`config.mk`:
```
export PLATFORM = sky130hd
export DESIGN_NAME = idx_irq_ctrl
export DESIGN_NICKNAME = d
export VERILOG_FILES = /design/src/rtl/idx_ic_pkg.sv /design/src/rtl/idx_ic_lowest.sv /design/src/rtl/idx_ic_src_cfg.sv /design/src/rtl/idx_ic_cpu.sv /design/src/rtl/idx_irq_ctrl.sv
export SDC_FILE = /design/constraint.sdc
export NUM_CORES = 2
export LEC_CHECK = 0
export BUFFER_PORTS_ARGS = -buffer_cell sky130_fd_sc_hd__buf_2
export CAP_MARGIN = 10
export CORE_MARGIN = 2
export CORE_UTILIZATION = 30
export CTS_CLUSTER_DIAMETER = 80
export DETAILED_ROUTE_END_ITERATION = 8
export GPL_TIMING_DRIVEN = 1
export HOLD_SLACK_MARGIN = 0.08
export PLACE_DENSITY_LB_ADDON = 0.05
export SLEW_MARGIN = 20
export SYNTH_ARGS = -nofsm -noshare
export SYNTH_HDL_FRONTEND = slang
export SYNTH_SLANG_ARGS = --single-unit
```
`constraint.sdc`:
```
create_clock -name clk -period 71.8 [get_ports clk]
set_input_delay 7.18 -clock clk [delete_from_list [all_inputs] [get_ports clk]]
set_output_delay 7.18 -clock clk [all_outputs]
set_load 0.05 [all_outputs]
```
`src/rtl/idx_ic_pkg.sv`:
```
package idx_ic_pkg;
  localparam int IDX_W = 10;
  localparam logic [IDX_W-1:0] ACK_IDLE = 10'h3FF;

  // global window
  localparam logic [11:0] OFF_CTRL   = 12'h000;
  localparam logic [11:0] OFF_ERR    = 12'h020;
  localparam logic [11:0] OFF_EN_SET = 12'h030;
  localparam logic [11:0] OFF_EN_CLR = 12'h034;
  localparam logic [11:0] OFF_ROUTE  = 12'h100;

  // per-CPU window
  localparam logic [11:0] OFF_CAUSE  = 12'h010;
  localparam logic [11:0] OFF_TPR    = 12'h040;
  localparam logic [11:0] OFF_ACK    = 12'h044;
  localparam logic [11:0] OFF_MSK    = 12'h048;
  localparam logic [11:0] OFF_UNMSK  = 12'h04C;
  localparam logic [11:0] OFF_ERRMSK = 12'hE50;
endpackage

```
`src/rtl/idx_ic_lowest.sv`:
```
module idx_ic_lowest #(
  parameter int WIDTH = 128,
  parameter int OUT_W = 10
) (
  input  logic [WIDTH-1:0] vec_i,
  output logic             found_o,
  output logic [OUT_W-1:0] idx_o
);
  // scan from the top so the last hit is the lowest index
  always_comb begin
    found_o = 1'b0;
    idx_o   = '0;
    for (int i = WIDTH - 1; i >= 0; i--) begin
      if (vec_i[i]) begin
        found_o = 1'b1;
        idx_o   = OUT_W'(i);
      end
    end
  end
endmodule

```
`src/rtl/idx_ic_src_cfg.sv`:
```
module idx_ic_src_cfg
  import idx_ic_pkg::*;
#(
  parameter int NUM_SRC = 128,
  parameter int NUM_CPU = 4
) (
  input  logic                                  clk,
  input  logic                                  rst_n,
  input  logic                                  en_set_i,
  input  logic                                  en_clr_i,
  input  logic [IDX_W-1:0]                      idx_i,
  input  logic                                  route_we_i,
  input  logic [$clog2(NUM_SRC)-1:0]            route_sel_i,
  input  logic [2*NUM_CPU-1:0]                  route_wdata_i,
  output logic [NUM_SRC-1:0]                    en_o,
  output logic [NUM_SRC-1:0][2*NUM_CPU-1:0]     route_o
);
  localparam int SRC_W = $clog2(NUM_SRC);
  localparam logic [IDX_W-1:0] SRC_LIM = IDX_W'(NUM_SRC);

  logic               idx_ok;
  logic [SRC_W-1:0]   sel;
  logic               en_we;
  logic [NUM_SRC-1:0] en_d, en_q;

  assign idx_ok = idx_i < SRC_LIM;
  assign sel    = idx_i[SRC_W-1:0];
  assign en_we  = (en_set_i | en_clr_i) & idx_ok;

  always_comb begin
    en_d = en_q;
    if (en_set_i)      en_d[sel] = 1'b1;
    else if (en_clr_i) en_d[sel] = 1'b0;
  end

  always_ff @(posedge clk or negedge rst_n) begin
    if (!rst_n)     en_q <= '0;
    else if (en_we) en_q <= en_d;
  end

  // one routing word per source, each with its own write enable
  for (genvar n = 0; n < NUM_SRC; n++) begin : g_route
    logic rt_we;
    assign rt_we = route_we_i & (route_sel_i == SRC_W'(n));
    always_ff @(posedge clk or negedge rst_n) begin
      if (!rst_n)     route_o[n] <= '0;
      else if (rt_we) route_o[n] <= route_wdata_i;
    end
  end

  assign en_o = en_q;

  // clearing by index takes effect on the next cycle
  p_en_clear_r3: assert property (@(posedge clk) disable iff (!rst_n)
    (en_clr_i && !en_set_i && idx_ok) |=> !en_q[$past(sel)]);

  // an out-of-range index leaves all enables untouched
  p_bad_idx_keeps_r3: assert property (@(posedge clk) disable iff (!rst_n)
    ((en_set_i || en_clr_i) && !idx_ok) |=> $stable(en_q));
endmodule

```
`src/rtl/idx_ic_cpu.sv`:
```
module idx_ic_cpu
  import idx_ic_pkg::*;
#(
  parameter int NUM_SRC = 128,
  parameter int ERR_SRC = 4,
  parameter int TPR_W   = 4
) (
  input  logic               clk,
  input  logic               rst_n,
  input  logic               mask_set_i,
  input  logic               mask_clr_i,
  input  logic               tpr_we_i,
  input  logic               emask_we_i,
  input  logic [IDX_W-1:0]   idx_i,
  input  logic [31:0]        wdata_i,
  input  logic               glb_on_i,
  input  logic [NUM_SRC-1:0] en_i,
  input  logic [NUM_SRC-1:0] route_i,
  input  logic [NUM_SRC-1:0] lvl_i,
  input  logic [31:0]        err_i,
  output logic               irq_o,
  output logic [IDX_W-1:0]   ack_o,
  output logic [31:0]        cause_o,
  output logic [TPR_W-1:0]   tpr_o,
  output logic [31:0]        emask_o
);
  localparam int SRC_W = $clog2(NUM_SRC);
  localparam logic [IDX_W-1:0] SRC_LIM = IDX_W'(NUM_SRC);

  logic               idx_ok;
  logic [SRC_W-1:0]   sel;
  logic               mask_we;
  logic [NUM_SRC-1:0] mask_d, mask_q;
  logic [TPR_W-1:0]   tpr_d, tpr_q;
  logic [31:0]        emask_d, emask_q;
  logic [NUM_SRC-1:0] lvl_eff, pend;
  logic               found;
  logic [IDX_W-1:0]   low_idx;

  assign idx_ok  = idx_i < SRC_LIM;
  assign sel     = idx_i[SRC_W-1:0];
  assign mask_we = (mask_set_i | mask_clr_i) & idx_ok;

  // next-state
  always_comb begin
    mask_d = mask_q;
    if (mask_set_i)      mask_d[sel] = 1'b1;
    else if (mask_clr_i) mask_d[sel] = 1'b0;
  end
  assign tpr_d   = wdata_i[TPR_W-1:0];
  assign emask_d = wdata_i;

  // registers
  always_ff @(posedge clk or negedge rst_n) begin
    if (!rst_n) begin
      mask_q  <= '1;
      tpr_q   <= '0;
      emask_q <= '0;
    end else begin
      if (mask_we)    mask_q  <= mask_d;
      if (tpr_we_i)   tpr_q   <= tpr_d;
      if (emask_we_i) emask_q <= emask_d;
    end
  end

  // error vector folds into one summary source
  always_comb begin
    lvl_eff          = lvl_i;
    lvl_eff[ERR_SRC] = |(err_i & emask_q);
  end

  assign pend = lvl_eff & en_i & ~mask_q & route_i;

  idx_ic_lowest #(.WIDTH(NUM_SRC), .OUT_W(IDX_W)) u_low (
    .vec_i  (pend),
    .found_o(found),
    .idx_o  (low_idx)
  );

  assign irq_o   = glb_on_i & (|pend);
  assign ack_o   = (glb_on_i && found) ? low_idx : ACK_IDLE;
  assign cause_o = pend[31:0];
  assign tpr_o   = tpr_q;
  assign emask_o = emask_q;

  // assertion-side helper: sources numbered below the acknowledged one
  logic [NUM_SRC-1:0] below_ack;
  always_comb begin
    for (int i = 0; i < NUM_SRC; i++) below_ack[i] = IDX_W'(i) < ack_o;
  end

  // request line and acknowledge agree
  p_irq_matches_ack_r6: assert property (@(posedge clk) disable iff (!rst_n)
    irq_o == (ack_o != ACK_IDLE));

  // the acknowledged source is pending and nothing lower is
  p_ack_is_lowest_r7: assert property (@(posedge clk) disable iff (!rst_n)
    (ack_o != ACK_IDLE) |-> (ack_o < SRC_LIM) && pend[ack_o[SRC_W-1:0]]
                            && ((pend & below_ack) == '0));

  // never acknowledge a masked, disabled or unrouted source
  p_ack_unmasked_r4: assert property (@(posedge clk) disable iff (!rst_n)
    (ack_o != ACK_IDLE) |-> !mask_q[ack_o[SRC_W-1:0]] && en_i[ack_o[SRC_W-1:0]]
                            && route_i[ack_o[SRC_W-1:0]]);

  // a mask write by index lands on that source
  p_mask_set_r4: assert property (@(posedge clk) disable iff (!rst_n)
    (mask_set_i && idx_ok) |=> mask_q[$past(sel)]);
endmodule

```
`src/rtl/idx_irq_ctrl.sv`:
```
module idx_irq_ctrl
  import idx_ic_pkg::*;
#(
  parameter int NUM_CPU = 4,
  parameter int NUM_SRC = 128,
  parameter int ERR_SRC = 4,
  parameter int TPR_W   = 4
) (
  input  logic                       clk,
  input  logic                       rst_n,
  input  logic                       bus_we,
  input  logic                       bus_cpu_win,
  input  logic [$clog2(NUM_CPU)-1:0] bus_cpu,
  input  logic [11:0]                bus_addr,
  input  logic [31:0]                bus_wdata,
  output logic [31:0]                bus_rdata,
  input  logic [NUM_SRC-1:0]         src_lvl_i,
  input  logic [31:0]                err_cause_i,
  output logic [NUM_CPU-1:0]         irq_o
);
  localparam int CPU_W = $clog2(NUM_CPU);
  localparam int SRC_W = $clog2(NUM_SRC);
  localparam logic [IDX_W-1:0] SRC_LIM = IDX_W'(NUM_SRC);
  localparam logic [11:0] ROUTE_END = 12'(256 + 4 * NUM_SRC);

  // reset: asynchronous assert, synchronous release
  logic [1:0] rst_sync_q;
  logic       rst_n_s;
  always_ff @(posedge clk or negedge rst_n) begin
    if (!rst_n) rst_sync_q <= 2'b00;
    else        rst_sync_q <= {rst_sync_q[0], 1'b1};
  end
  assign rst_n_s = rst_sync_q[1];

  // decode
  logic             aligned, g_acc, c_acc;
  logic             ctrl_we, en_set, en_clr, route_hit, route_we;
  logic [SRC_W-1:0] route_sel;

  assign aligned   = bus_addr[1:0] == 2'b00;
  assign g_acc     = !bus_cpu_win && aligned;
  assign c_acc     = bus_cpu_win && aligned;
  assign ctrl_we   = bus_we && g_acc && (bus_addr == OFF_CTRL);
  assign en_set    = bus_we && g_acc && (bus_addr == OFF_EN_SET);
  assign en_clr    = bus_we && g_acc && (bus_addr == OFF_EN_CLR);
  assign route_hit = g_acc && (bus_addr >= OFF_ROUTE) && (bus_addr < ROUTE_END);
  assign route_we  = bus_we && route_hit;
  assign route_sel = SRC_W'((bus_addr - OFF_ROUTE) >> 2);

  // global on bit
  logic glb_on_d, glb_on_q;
  assign glb_on_d = bus_wdata[0];
  always_ff @(posedge clk or negedge rst_n_s) begin
    if (!rst_n_s)     glb_on_q <= 1'b0;
    else if (ctrl_we) glb_on_q <= glb_on_d;
  end

  // source configuration
  logic [NUM_SRC-1:0]                en_w;
  logic [NUM_SRC-1:0][2*NUM_CPU-1:0] route_w;

  idx_ic_src_cfg #(.NUM_SRC(NUM_SRC), .NUM_CPU(NUM_CPU)) u_cfg (
    .clk          (clk),
    .rst_n        (rst_n_s),
    .en_set_i     (en_set),
    .en_clr_i     (en_clr),
    .idx_i        (bus_wdata[IDX_W-1:0]),
    .route_we_i   (route_we),
    .route_sel_i  (route_sel),
    .route_wdata_i({bus_wdata[8+:NUM_CPU], bus_wdata[0+:NUM_CPU]}),
    .en_o         (en_w),
    .route_o      (route_w)
  );

  // per-CPU slices
  logic [NUM_CPU-1:0][IDX_W-1:0] ack_a;
  logic [NUM_CPU-1:0][31:0]      cause_a, emask_a;
  logic [NUM_CPU-1:0][TPR_W-1:0] tpr_a;

  for (genvar c = 0; c < NUM_CPU; c++) begin : g_cpu
    logic               c_we;
    logic [NUM_SRC-1:0] rt_c;
    assign c_we = bus_we && c_acc && (bus_cpu == CPU_W'(c));
    for (genvar n = 0; n < NUM_SRC; n++) begin : g_rt
      assign rt_c[n] = route_w[n][c] | route_w[n][NUM_CPU + c];
    end
    idx_ic_cpu #(.NUM_SRC(NUM_SRC), .ERR_SRC(ERR_SRC), .TPR_W(TPR_W)) u_cpu (
      .clk       (clk),
      .rst_n     (rst_n_s),
      .mask_set_i(c_we && (bus_addr == OFF_MSK)),
      .mask_clr_i(c_we && (bus_addr == OFF_UNMSK)),
      .tpr_we_i  (c_we && (bus_addr == OFF_TPR)),
      .emask_we_i(c_we && (bus_addr == OFF_ERRMSK)),
      .idx_i     (bus_wdata[IDX_W-1:0]),
      .wdata_i   (bus_wdata),
      .glb_on_i  (glb_on_q),
      .en_i      (en_w),
      .route_i   (rt_c),
      .lvl_i     (src_lvl_i),
      .err_i     (err_cause_i),
      .irq_o     (irq_o[c]),
      .ack_o     (ack_a[c]),
      .cause_o   (cause_a[c]),
      .tpr_o     (tpr_a[c]),
      .emask_o   (emask_a[c])
    );
  end

  // read path
  always_comb begin
    bus_rdata = '0;
    if (g_acc) begin
      case (bus_addr)
        OFF_CTRL: bus_rdata = {20'b0, SRC_LIM, 1'b0, glb_on_q};
        OFF_ERR:  bus_rdata = err_cause_i;
        default: begin
          if (route_hit) begin
            bus_rdata[0+:NUM_CPU] = route_w[route_sel][NUM_CPU-1:0];
            bus_rdata[8+:NUM_CPU] = route_w[route_sel][2*NUM_CPU-1:NUM_CPU];
          end
        end
      endcase
    end else if (c_acc) begin
      case (bus_addr)
        OFF_CAUSE:  bus_rdata = cause_a[bus_cpu];
        OFF_TPR:    bus_rdata[TPR_W-1:0] = tpr_a[bus_cpu];
        OFF_ACK:    bus_rdata[IDX_W-1:0] = ack_a[bus_cpu];
        OFF_ERRMSK: bus_rdata = emask_a[bus_cpu];
        default:    bus_rdata = '0;
      endcase
    end
  end

  // a misaligned global write leaves the on bit alone
  p_misaligned_ignored_r11: assert property (@(posedge clk) disable iff (!rst_n_s)
    (bus_we && !bus_cpu_win && (bus_addr[1:0] != 2'b00)) |=> $stable(glb_on_q));

  // with the on bit low no request leaves the block
  p_off_quiet_r2: assert property (@(posedge clk) disable iff (!rst_n_s)
    (!glb_on_q && !$past(ctrl_we)) |-> (irq_o == '0));
endmodule

```
==> results.py <==
metrics = {
    "status": {
        "status": "finished clean",
    },
    "sta": {
        "finalSetupViolCount": 0,
        "whs_ns": 0.352,
        "finClkSkew_ns": 0.0503,
        "setup-tns-final_ns": 0,
        "fin_ws_ns": 51.20,
        "hold_viol": 0,
        "finalCriticalPeriod_ns": 20.60,
        "slew_viol_final": 0,
        "finalCritPeriodShare_pct": 28.7,
        "grt_setup_unrepaired": "false",
        "tightest_slew_ns": 1.26,
        "slew_headroom_pct": 15.1,
        "fmax_mhz": 48.6,
    },
    "global_routing": {
        "grt_pass1_wl_mm": 652,
        "grtUsageTotal_pct": 29.4,
        "antenna_found_initial": 59,
        "grt_pass1_vias": 74654,
        "grt-ovfl-total": 0,
        "grt_max_degree": 175,
    },
    "place": {
        "gp_congestion": 0.962,
        "placed_area_sq_mm": 0.101,
        "place_hpwl_mm": 350,
        "numPortBuffers": 244,
        "pre_cts_ws_ns": 51.20,
    },
    "pwr": {
        "p_switching_mw": 0.576,
        "combPwrFrac_pct": 4.3,
        "seqPwrFrac_pct": 44.1,
        "power_density_mw_per_mm2": 21.4,
        "swShare_pct": 24.7,
        "internal_power_mw": 1.75,
        "p_clk_share_pct": 51.6,
        "p_total_mw": 2.33,
        "power_leakage_nw": 45.0,
        "ir_drop_v": 0.0000187,
    },
    "drt": {
        "drt-initial-drc-count": 8309,
        "wl_per_cell_um": 37.8,
        "firstDrtPassIters": 6,
        "routed_wirelength_mm": 478,
        "num_vias": 76861,
        "via_per_inst": 6.08,
        "drt.antenna.violating_nets": 0,
        "drcViolationCount": 0,
    },
    "logic_synthesis": {
        "syn_area_sq_mm": 0.0946,
        "synth_warnings": 0,
        "yosys.area.top_type": "dfrtp_1",
        "ys_top_cells_by_area": "dfrtp_1 34%, dfstp_2 14%, mux2_2 14%",
        "synth-edff-count": 0,
        "netlist.area_leader.share_pct": 34.4,
        "yosysSeqAreaShare_pct": 48.6,
        "yosys.cell_types.count": 93,
        "synth-seq-cells": 1811,
        "synth_async_sr_flop_share_pct": 100,
        "synthCells": 8075,
        "syn_area_per_cell_sq_um": 11.7,
        "synthesis.nets": 8285,
        "ys.flop_type": "dfrtp_1",
    },
    "die": {
        "dieWidth_um": 566,
        "start_util_pct": 30.1,
        "core_sq_mm": 0.314,
        "io_pins": 246,
        "die_h_um": 566,
        "fp-row-count": 206,
        "die-area_sq_mm": 0.320,
    },
    "clock_tree": {
        "path_clk_slew_ns": 0.05,
        "ctsRootBufferMaster": "clkbuf_16",
        "cts_buffers": 226,
        "postCtsSetupBuffers": 0,
        "cts_hold_buf": 0,
        "clk_path_buf_depth": 4,
        "h-tree-depth": 4,
        "cts_tree": "built",
        "clkSinkCount": 1811,
        "insertion_delay_ns": 0.95,
        "postCtsResizedCells": 0,
    },
    "finish": {
        "fin_area_sq_mm": 0.109,
        "area_growth_pct": 15.1,
        "layout.nets": 8463,
        "drive_gt1_share_pct": 36.3,
    },
    "min_path": {
        "hold_path_class": "reg -> reg",
    },
    "worst_setup_path": {
        "cp.arrival_ns": 13.42,
        "end_kind": "primary output",
        "critPathKind": "in -> out",
        "start_kind": "input pin",
        "crit_required_ns": 64.62,
        "cp_max_fo": 54,
    },
    "job": {
        "maxCapViolations": 0,
    },
}
-- cells in the mapped netlist (all sizes together), types with 82 or more instances --
library cell and number:
dfrtp 1299, mux2 1168, o21ai 748, nor2 680, o31ai 662, dfstp 512
clkbuf 414, mux4 390, o211ai 387, nand2 325, nor3 241, o22ai 176
a21oi 125, a22oi 91, buf 82
-- per-layer routing --
metal / vias to the layer above / global-route usage (%) / share of wire [%]
li1: 31927 / - / -
met1: 41127 / 39.9 / 43
met2: 3043 / 46.3 / 46
met3: 748 / 4.54 / 6.4
met4: 16 / 13.0 / 4.9
met5: - / 0 / 0.021
-- worst max-delay path, stage by stage --
cell and delay (ns):
buf_8 0.52, buf_4 0.67, buf_4 0.70, buf_4 0.68, mux4_2 0.66, mux4_2 0.63
a32o_1 0.38, nor4_1 0.81, o31a_1 0.32, o22ai_1 0.09, a21o_1 0.32, buf_2 0.27
-- cell type report --
type / instances / area, sq um
Inverter: 58 / 223
Sequential cell: 1811 / 46000
Multi-Input combinational cell: 5710 / 46800
Timing Repair Buffer: 446 / 2970
Tap cell: 4160 / 5200
Antenna cell: 30 / 75.1
Clock buffer: 363 / 6830
Fill cell: 31450 / 206000
Clock inverter: 63 / 873
-- placed cells by master, fill, tap and decap left out, types with 30 or more instances in the layout --
cell and n:
o22ai_1 176, o32ai_1 37, o31ai_1 661, clkbuf_8 64
clkbuf_16 227, buf_2 231, nor2_2 76, mux2_2 1147
nor3_1 231, or3_1 32, inv_1 56, mux4_2 390
or2_2 67, a211oi_1 39, o211ai_1 384, diode_2 30
dfrtp_1 1298, o21ai_0 743, a22oi_1 91, nor2_1 600
nor4_1 68, buf_4 190, nand4_1 42, nand2_1 316
dfstp_2 512, a21oi_1 125, clkbuf_1 72, nand3_1 39
-- power by group through the flow --
| stage | Clock, mW | Combinational [mW] | Sequential [mW] |
|---|---|---|---|
| final | 1.20 | 0.100 | 1.03 |
| after global placement | 0 | 0.100 | 1.04 |
| after floorplan | 0 | 0.0332 | 1.06 |
| after detailed placement | 0 | 0.101 | 1.04 |
| after CTS | 1.23 | 0.101 | 1.03 |
| after global routing | 1.27 | 0.105 | 1.03 |
-- metrics by stage --
step / cells / utilization, %
after detailed placement: 12184 / 32.2
final: 12641 / 34.6
after global routing: 12621 / 34.6
after floorplan: 8075 / -
after global placement: 12182 / 32.1
after CTS: 12610 / 34.6
-- final timing paths --
| kind | from | end | slack [ns] | cells after the start |
|---|---|---|---|---|
| max reg2reg | rst_sync_q[1] | u_cfg.route_o[739] | 66.87 | 5 |
| max in group asynchronous | rst_n | rst_sync_q[1] | 65.64 | 1 |
| min reg2reg | rst_sync_q[0] | rst_sync_q[1] | 0.35 | 0 |
| min | rst_sync_q[0] | rst_sync_q[1] | 0.35 | 0 |
| min in group asynchronous | rst_sync_q[1] | u_cfg.route_o[495] | 0.45 | 0 |
| max | bus_addr[2] | bus_rdata[9] | 51.20 | 12 |
-- cell families after synthesis --
| logic type | synth area share (%) |
|---|---|
| XOR/XNOR | 0.00926 |
| other | 0.00396 |
| buffers and inverters | 2.30 |
| multiplexers | 23.3 |
| flip-flops | 48.6 |
| AND/OR/NAND/NOR | 8.31 |
| AO/OA/AOI/OAI | 17.5 |
No activity file was read; power rests on OpenSTA's default activity.
